<file path="src/rtl/irqx_pkg.sv">
package irqx_pkg;

    localparam int NBASE  = 5;
    localparam int NNEW   = 6;
    localparam int NSRC   = NBASE + NNEW;
    localparam int IDXW   = $clog2(NSRC);
    localparam int REGW   = 8;
    localparam int VECW   = 8;
    localparam logic [VECW-1:0] VEC_FIRST = 8'h03;
    localparam logic [VECW-1:0] VEC_STEP  = 8'h08;

    // bit positions of the new sources in the enable/priority registers
    typedef enum logic [2:0] {
        NB_RXV  = 3'd0,
        NB_RXE  = 3'd1,
        NB_DMA0 = 3'd2,
        NB_TXV  = 3'd3,
        NB_DMA1 = 3'd4,
        NB_TXE  = 3'd5
    } new_bit_e;

    typedef struct packed {
        logic rx_fifo_ne;
        logic rx_done;
        logic crc_err;
        logic ovr_err;
        logic rx_abort;
        logic align_err;
        logic tx_fifo_nf;
        logic tx_done;
        logic no_ack;
        logic tx_coll;
        logic tx_under;
    } chan_flags_t;

    typedef struct packed {
        logic            valid;
        logic            hi;
        logic [IDXW-1:0] idx;
    } pick_t;

    // vector order of the new sources: slot -> register bit
    function automatic int reg_bit_of_slot(input int slot);
        case (slot)
            0: return int'(NB_RXV);
            1: return int'(NB_RXE);
            2: return int'(NB_DMA0);
            3: return int'(NB_TXV);
            4: return int'(NB_TXE);
            default: return int'(NB_DMA1);
        endcase
    endfunction

    function automatic logic [VECW-1:0] vec_of(input logic [IDXW-1:0] idx);
        logic [VECW-1:0] wide;
        wide = {{(VECW-IDXW){1'b0}}, idx};
        return VEC_FIRST + VEC_STEP * wide;
    endfunction

endpackage

</file>
<file path="src/rtl/irqx_regs.sv">
module irqx_regs
    import irqx_pkg::*;
#(
    parameter int W     = REGW,
    parameter int NIMPL = NNEW
) (
    input  logic             clk,
    input  logic             rst,
    input  logic             wr,
    input  logic             sel,
    input  logic [W-1:0]     wdata,
    output logic [W-1:0]     rdata,
    output logic [NIMPL-1:0] en_q,
    output logic [NIMPL-1:0] pri_q
);
    localparam int NRSV = W - NIMPL;

    always_ff @(posedge clk) begin
        if (rst) begin
            en_q  <= '0;
            pri_q <= '0;
        end else if (wr) begin
            if (sel) pri_q <= wdata[NIMPL-1:0];
            else     en_q  <= wdata[NIMPL-1:0];
        end
    end

    always_comb begin
        rdata = {{NRSV{1'b0}}, (sel ? pri_q : en_q)};
    end

    // a write lands in the selected register on the next cycle
    p_wr_en_r2: assert property (@(posedge clk) disable iff (rst)
        (wr && !sel) |=> (en_q == $past(wdata[NIMPL-1:0])));
    p_wr_pri_r2: assert property (@(posedge clk) disable iff (rst)
        (wr && sel) |=> (pri_q == $past(wdata[NIMPL-1:0])));
    p_hold_r2: assert property (@(posedge clk) disable iff (rst)
        !wr |=> ($stable(en_q) && $stable(pri_q)));

endmodule

</file>
<file path="src/rtl/irqx_src_map.sv">
module irqx_src_map
    import irqx_pkg::*;
(
    input  logic             svc_dma,
    input  chan_flags_t      fl,
    input  logic [1:0]       dma_done,
    output logic [NNEW-1:0]  raw
);
    always_comb begin
        raw = '0;

        raw[NB_RXV]  = svc_dma ? fl.rx_done : fl.rx_fifo_ne;

        raw[NB_RXE]  = fl.crc_err | fl.ovr_err | fl.rx_abort | fl.align_err;

        raw[NB_TXV]  = svc_dma ? fl.tx_done : fl.tx_fifo_nf;

        raw[NB_TXE]  = fl.no_ack | fl.tx_coll | (svc_dma & fl.tx_under);

        raw[NB_DMA0] = dma_done[0];
        raw[NB_DMA1] = dma_done[1];
    end
endmodule

</file>
<file path="src/rtl/irqx_arb.sv">
module irqx_arb
    import irqx_pkg::*;
#(
    parameter int N  = NSRC,
    parameter int IW = IDXW
) (
    input  logic [N-1:0] req,
    input  logic [N-1:0] hi,
    input  logic         allow_lo,
    input  logic         allow_hi,
    output pick_t        pick
);
    logic [1:0]    any_l;
    logic [IW-1:0] idx_l [2];

    for (genvar L = 0; L < 2; L++) begin : g_lvl
        logic [N-1:0]  mine;
        logic          any_w;
        logic [IW-1:0] idx_w;
        always_comb begin
            mine  = req & ((L == 1) ? hi : ~hi);
            any_w = 1'b0;
            idx_w = '0;
            for (int i = N - 1; i >= 0; i--) begin
                if (mine[i]) begin
                    any_w = 1'b1;
                    idx_w = IW'(i);
                end
            end
        end
        assign any_l[L] = any_w;
        assign idx_l[L] = idx_w;
    end

    always_comb begin
        pick = '0;
        if (allow_hi && any_l[1]) begin
            pick.valid = 1'b1;
            pick.hi    = 1'b1;
            pick.idx   = idx_l[1];
        end else if (allow_lo && any_l[0]) begin
            pick.valid = 1'b1;
            pick.hi    = 1'b0;
            pick.idx   = idx_l[0];
        end
    end
endmodule

</file>
<file path="src/rtl/irqx_svc.sv">
module irqx_svc (
    input  logic clk,
    input  logic rst,
    input  logic take,
    input  logic take_hi,
    input  logic ret,
    output logic act_lo,
    output logic act_hi
);
    always_ff @(posedge clk) begin
        if (rst) begin
            act_lo <= 1'b0;
            act_hi <= 1'b0;
        end else begin
            if (ret) begin
                if (act_hi) act_hi <= 1'b0;
                else        act_lo <= 1'b0;
            end
            if (take) begin
                if (take_hi) act_hi <= 1'b1;
                else         act_lo <= 1'b1;
            end
        end
    end

    // a taken request marks its level in service
    p_push_r11: assert property (@(posedge clk) disable iff (rst)
        take |=> ($past(take_hi) ? act_hi : act_lo));
    // a lone return while high runs ends only the high level
    p_pop_r12: assert property (@(posedge clk) disable iff (rst)
        (ret && !take && act_hi) |=> (!act_hi && (act_lo == $past(act_lo))));

endmodule

</file>
<file path="src/rtl/irq_ext_ctrl.sv">
module irq_ext_ctrl
    import irqx_pkg::*;
(
    input  logic             clk,
    input  logic             rst,
    input  logic             reg_wr,
    input  logic             reg_sel,
    input  logic [REGW-1:0]  reg_wdata,
    output logic [REGW-1:0]  reg_rdata,
    input  logic             glb_en,
    input  logic [NBASE-1:0] base_req,
    input  logic [NBASE-1:0] base_en,
    input  logic [NBASE-1:0] base_pri,
    input  logic             svc_dma,
    input  logic             rx_fifo_ne,
    input  logic             rx_done,
    input  logic             crc_err,
    input  logic             ovr_err,
    input  logic             rx_abort,
    input  logic             align_err,
    input  logic             tx_fifo_nf,
    input  logic             tx_done,
    input  logic             no_ack,
    input  logic             tx_coll,
    input  logic             tx_under,
    input  logic [1:0]       dma_done,
    output logic             irq_req,
    output logic [VECW-1:0]  irq_vec,
    input  logic             irq_ack,
    input  logic             irq_ret
);
    chan_flags_t     fl;
    logic [NNEW-1:0] raw, en_q, pri_q;
    logic [NSRC-1:0] req_all, pri_all;
    logic            act_lo, act_hi;
    pick_t           pick;

    assign fl = '{rx_fifo_ne: rx_fifo_ne, rx_done: rx_done, crc_err: crc_err,
                  ovr_err: ovr_err, rx_abort: rx_abort, align_err: align_err,
                  tx_fifo_nf: tx_fifo_nf, tx_done: tx_done, no_ack: no_ack,
                  tx_coll: tx_coll, tx_under: tx_under};

    irqx_regs u_regs (
        .clk(clk), .rst(rst), .wr(reg_wr), .sel(reg_sel), .wdata(reg_wdata),
        .rdata(reg_rdata), .en_q(en_q), .pri_q(pri_q)
    );

    irqx_src_map u_map (.svc_dma(svc_dma), .fl(fl), .dma_done(dma_done), .raw(raw));

    // slots in vector order: base sources first, then the new ones
    for (genvar s = 0; s < NSRC; s++) begin : g_slot
        if (s < NBASE) begin : g_base
            assign req_all[s] = glb_en & base_req[s] & base_en[s];
            assign pri_all[s] = base_pri[s];
        end else begin : g_new
            localparam int RB = reg_bit_of_slot(s - NBASE);
            assign req_all[s] = glb_en & raw[RB] & en_q[RB];
            assign pri_all[s] = pri_q[RB];
        end
    end

    irqx_arb u_arb (
        .req(req_all), .hi(pri_all),
        .allow_lo(!act_lo && !act_hi), .allow_hi(!act_hi),
        .pick(pick)
    );

    irqx_svc u_svc (
        .clk(clk), .rst(rst), .take(irq_ack && pick.valid), .take_hi(pick.hi),
        .ret(irq_ret), .act_lo(act_lo), .act_hi(act_hi)
    );

    assign irq_req = pick.valid;
    assign irq_vec = pick.valid ? vec_of(pick.idx) : '0;

    p_gate_r8: assert property (@(posedge clk) disable iff (rst)
        !glb_en |-> !irq_req);
    p_hi_first_r9: assert property (@(posedge clk) disable iff (rst)
        (irq_req && !pick.hi) |-> ((req_all & pri_all) == '0));
    p_vec_grid_r10: assert property (@(posedge clk) disable iff (rst)
        irq_req |-> (irq_vec[2:0] == 3'b011));
    p_hi_blocks_r11: assert property (@(posedge clk) disable iff (rst)
        act_hi |-> !irq_req);
    p_lo_nests_r11: assert property (@(posedge clk) disable iff (rst)
        (act_lo && irq_req) |-> pick.hi);
    p_reset_r1: assert property (@(posedge clk)
        $past(rst) |-> (!act_lo && !act_hi && reg_rdata == '0));

endmodule

</file>
<file path="config.mk">
export PLATFORM = sky130hd
export DESIGN_NAME = irq_ext_ctrl
export DESIGN_NICKNAME = d
export VERILOG_FILES = /design/src/rtl/irqx_pkg.sv /design/src/rtl/irqx_regs.sv /design/src/rtl/irqx_src_map.sv /design/src/rtl/irqx_arb.sv /design/src/rtl/irqx_svc.sv /design/src/rtl/irq_ext_ctrl.sv
export SDC_FILE = /design/constraint.sdc
export NUM_CORES = 1
export LEC_CHECK = 0
export BUFFER_PORTS_ARGS = -buffer_cell sky130_fd_sc_hd__buf_2
export CELL_PAD_IN_SITES_DETAIL_PLACEMENT = 0
export CELL_PAD_IN_SITES_GLOBAL_PLACEMENT = 2
export CORE_MARGIN = 10
export CORE_UTILIZATION = 24
export CTS_BUF_LIST = sky130_fd_sc_hd__clkbuf_2 sky130_fd_sc_hd__clkbuf_4 sky130_fd_sc_hd__clkbuf_8
export CTS_CLUSTER_DIAMETER = 80
export DETAILED_ROUTE_END_ITERATION = 10
export GPL_TIMING_DRIVEN = 0
export HOLD_SLACK_MARGIN = 0.02
export PLACE_DENSITY = 0.8
export SKIP_LAST_GASP = 1
export SLEW_MARGIN = 20
export SYNTH_ARGS = -nofsm -noshare
export SYNTH_HDL_FRONTEND = slang
export SYNTH_SLANG_ARGS = --single-unit
</file>
<file path="constraint.sdc">
create_clock -name clk -period 2.5 [get_ports clk]
set_input_delay 0.375 -clock clk [delete_from_list [all_inputs] [get_ports clk]]
set_output_delay 0.375 -clock clk [all_outputs]
set_load 0.05 [all_outputs]
</file>
==> reports/metrics.cfg <==
[cts]
cts.sinks=14
cts_tree=yes
clock_path_buffers=2
insertion_delay_ns=0.24
cts_root_buf=clkbuf_8
path_clk_slew_ns=0.05
numCtsBuffers=3
h-tree-depth=1
hold_buffers=0

[logic_synthesis]
synthArstFlopShare_pct=0
synthDistinctLibCells=42
ys_seq_elements=14
netlist_area_um2=1180
ys_seq_area_share_pct=23.8
yosys_warnings=0
synthFlopType=dfxtp_1
avgSynthCellArea_um2=7.42
synth_edf_count=0
netlist_instances=159

[worst_hold_path]
hp-class=in -> reg

[sta]
post-route-period-util_pct=96.4
finClkSkew_ns=0.00119
hold_viol_final=0
fmax_ghz=0.415
setup_viol=0
rsz0062_at_grt=true
slew_viol_final=0
hold-worst-slack_ns=0.375
min_period_ns=2.41
slew_headroom_pct=64.6
worst_pin_slew_ns=0.531

[floorplan]
die_y_um=90.1
core_um2=4750
die_x_um=90.1
placementRows=25
initial_core_util_pct=24.8
die-area_um2=8120
io_pins=61

[worst_setup_path]
path_class=in -> out
crit_fanout=3
critPathSlowestCell=mux2_2
worst_setup_path_end_kind=output pin
worstPathArrival_ns=2.04
required_ns=2.12
cp-start-kind=input port
crit_chain=buf_2 > mux2_2 > a41o_1 > nor3_4 > a311o_1 > nand2b_4 > o32ai_4 > buf_6
cpPeakStageDelay_ns=0.37

[power_and_ir_drop]
ir_drop_uv=269
power.density_nw_per_um2=426
p_leak_uw=0.000796

[global_routing]
gr-total-overflow=0
antenna_found_initial=0
grt_pass1_wl_um=6490
grt_max_degree=11
track_usage_pct=9.54
grt_pass1_vias=1333

[final_layout]
final_common_cell=buf_2
n_fill_cell=539
area_growth_pct=49.7
final_nets=271
layout.cells.non_filler=292
final_layout_size_suffix_gt1_share_pct=41.8
antennaDiodeCount=0
final_cell_mix=buf_2 (47), nand2_1 (25), nand3_1 (15), a21oi_1 (15), dfxtp_1 (13)

[place]
io_buffer_count=53
dp.cells=282
dp.final_hpwl_um=3400
gp_congestion=0.788

[detailed_routing]
antenna_left=0
routed_via_density=4.70
routed-via-count=1373
routed_wl_um=4150
drc_errors=0
detail_route.first_pass.iterations=4
drt_iter0_drc=65
routedWlPerCell_um=14.2

[outcome]
status=completed

[job]
drv_cap=0

==> worst max-delay path, delay by kind of cell <==
kind                   cells  cell delay, ns
AO/OA/AOI/OAI              3            0.62
AND/OR/NAND/NOR            2            0.40
multiplexers               1            0.37
buffers and inverters      2            0.28
==> cell usage after synthesis (all sizes together), types with 2 or more instances <==
| cell type | number | share of area [%] |
|---|---|---|
| nand2 | 26 | 8.3 |
| a21oi | 15 | 6.4 |
| nand3 | 15 | 6.4 |
| dfxtp | 14 | 24 |
| nor2 | 9 | 2.9 |
| buf | 8 | 5.4 |
| nand4 | 8 | 4.2 |
| mux2 | 7 | 6.7 |
| inv | 6 | 1.9 |
| o21ai | 6 | 2.5 |
| nor3 | 4 | 2.5 |
| clkbuf | 3 | 0.95 |
| nand2b | 3 | 2.2 |
| nor3b | 3 | 1.9 |
| o22a | 3 | 2.2 |
| or3 | 3 | 2.0 |
| a31o | 2 | 1.5 |
| nor2b | 2 | 1.1 |
| o22ai | 2 | 2.1 |
| o31ai | 2 | 1.3 |
| o32ai | 2 | 2.1 |
==> layout make-up <==
type	count	area, µm²	area share, %
timing repair buffer	60	385	21.8
sequential	14	282	15.9
clock buffer	3	41.3	2.34
inverter	6	22.5	1.27
multi-input combinational	131	866	49.0
tap	67	83.8	4.75
buffer	11	86.3	4.89
==> per-stage QoR <==
step                power [µW]  utilization [%]  setup slack, ns  TNS, ns  instance area, µm²
floorplan                  452                -           0.0574        0                1200
CTS                        720             33.8          0.00715        0                1610
global route               795             37.2          -0.0510  -0.0593                1770
global placement           538             32.5           -0.122   -0.456                1550
finish                     753             37.2           0.0888        0                1770
detailed placement         537             32.5          -0.0982   -0.347                1550
==> final timing paths <==
| check | from | slack [ns] | depth (start not counted) | to |
|---|---|---|---|---|
| setup / recovery | svc_dma | 0.09 | 8 | irq_vec[4] |
| hold reg to reg | u_regs.en_q[5] | 0.47 | 2 | u_regs.en_q[5] |
| hold / removal | rst | 0.37 | 2 | u_regs.en_q[5] |
| setup reg to reg | u_regs.pri_q[5] | 0.77 | 6 | u_svc.act_lo |
==> kinds of logic after synthesis <==
group / after synthesis / synth area share (%)
buffers and inverters: 17 / 8.27
muxes: 8 / 7.53
DFF: 14 / 23.8
and+or+nand+nor: 79 / 35.8
AOI/OAI and AO/OA: 40 / 24.3
other: 1 / 0.318
==> registers in the layout, indices dropped and copies added (netlist names) <==
register and count:
u_svc.act_lo 1, u_regs.en_q 6, u_regs.pri_q 6, u_svc.act_hi 1
==> routing by layer <==
layer  vias to the layer above  GRT usage [%]  routed length (µm)
met3                         4           2.24                 167
met2                        43           15.6                1900
met5                         -              0                   0
li1                        711              -                   -
met1                       615           12.2                2030
met4                         0           2.52                  47
==> timing repair <==
action                                  in CTS  in global routing
pin swaps                                    1                  5
gates resized for setup                      5                 21
buffers inserted                             0                  6
endpoints found under the setup margin       5                  7
gates cloned                                 0                  1
==> power breakdown <==
part | leakage (µW) | internal (µW) | switching (µW)
logic | 0.000660 | 134 | 195
registers | 0.000115 | 235 | 11.9
clock network | 0.0000216 | 106 | 71.4
total | 0.000796 | 475 | 278
Power figures use the tool's default switching activity.
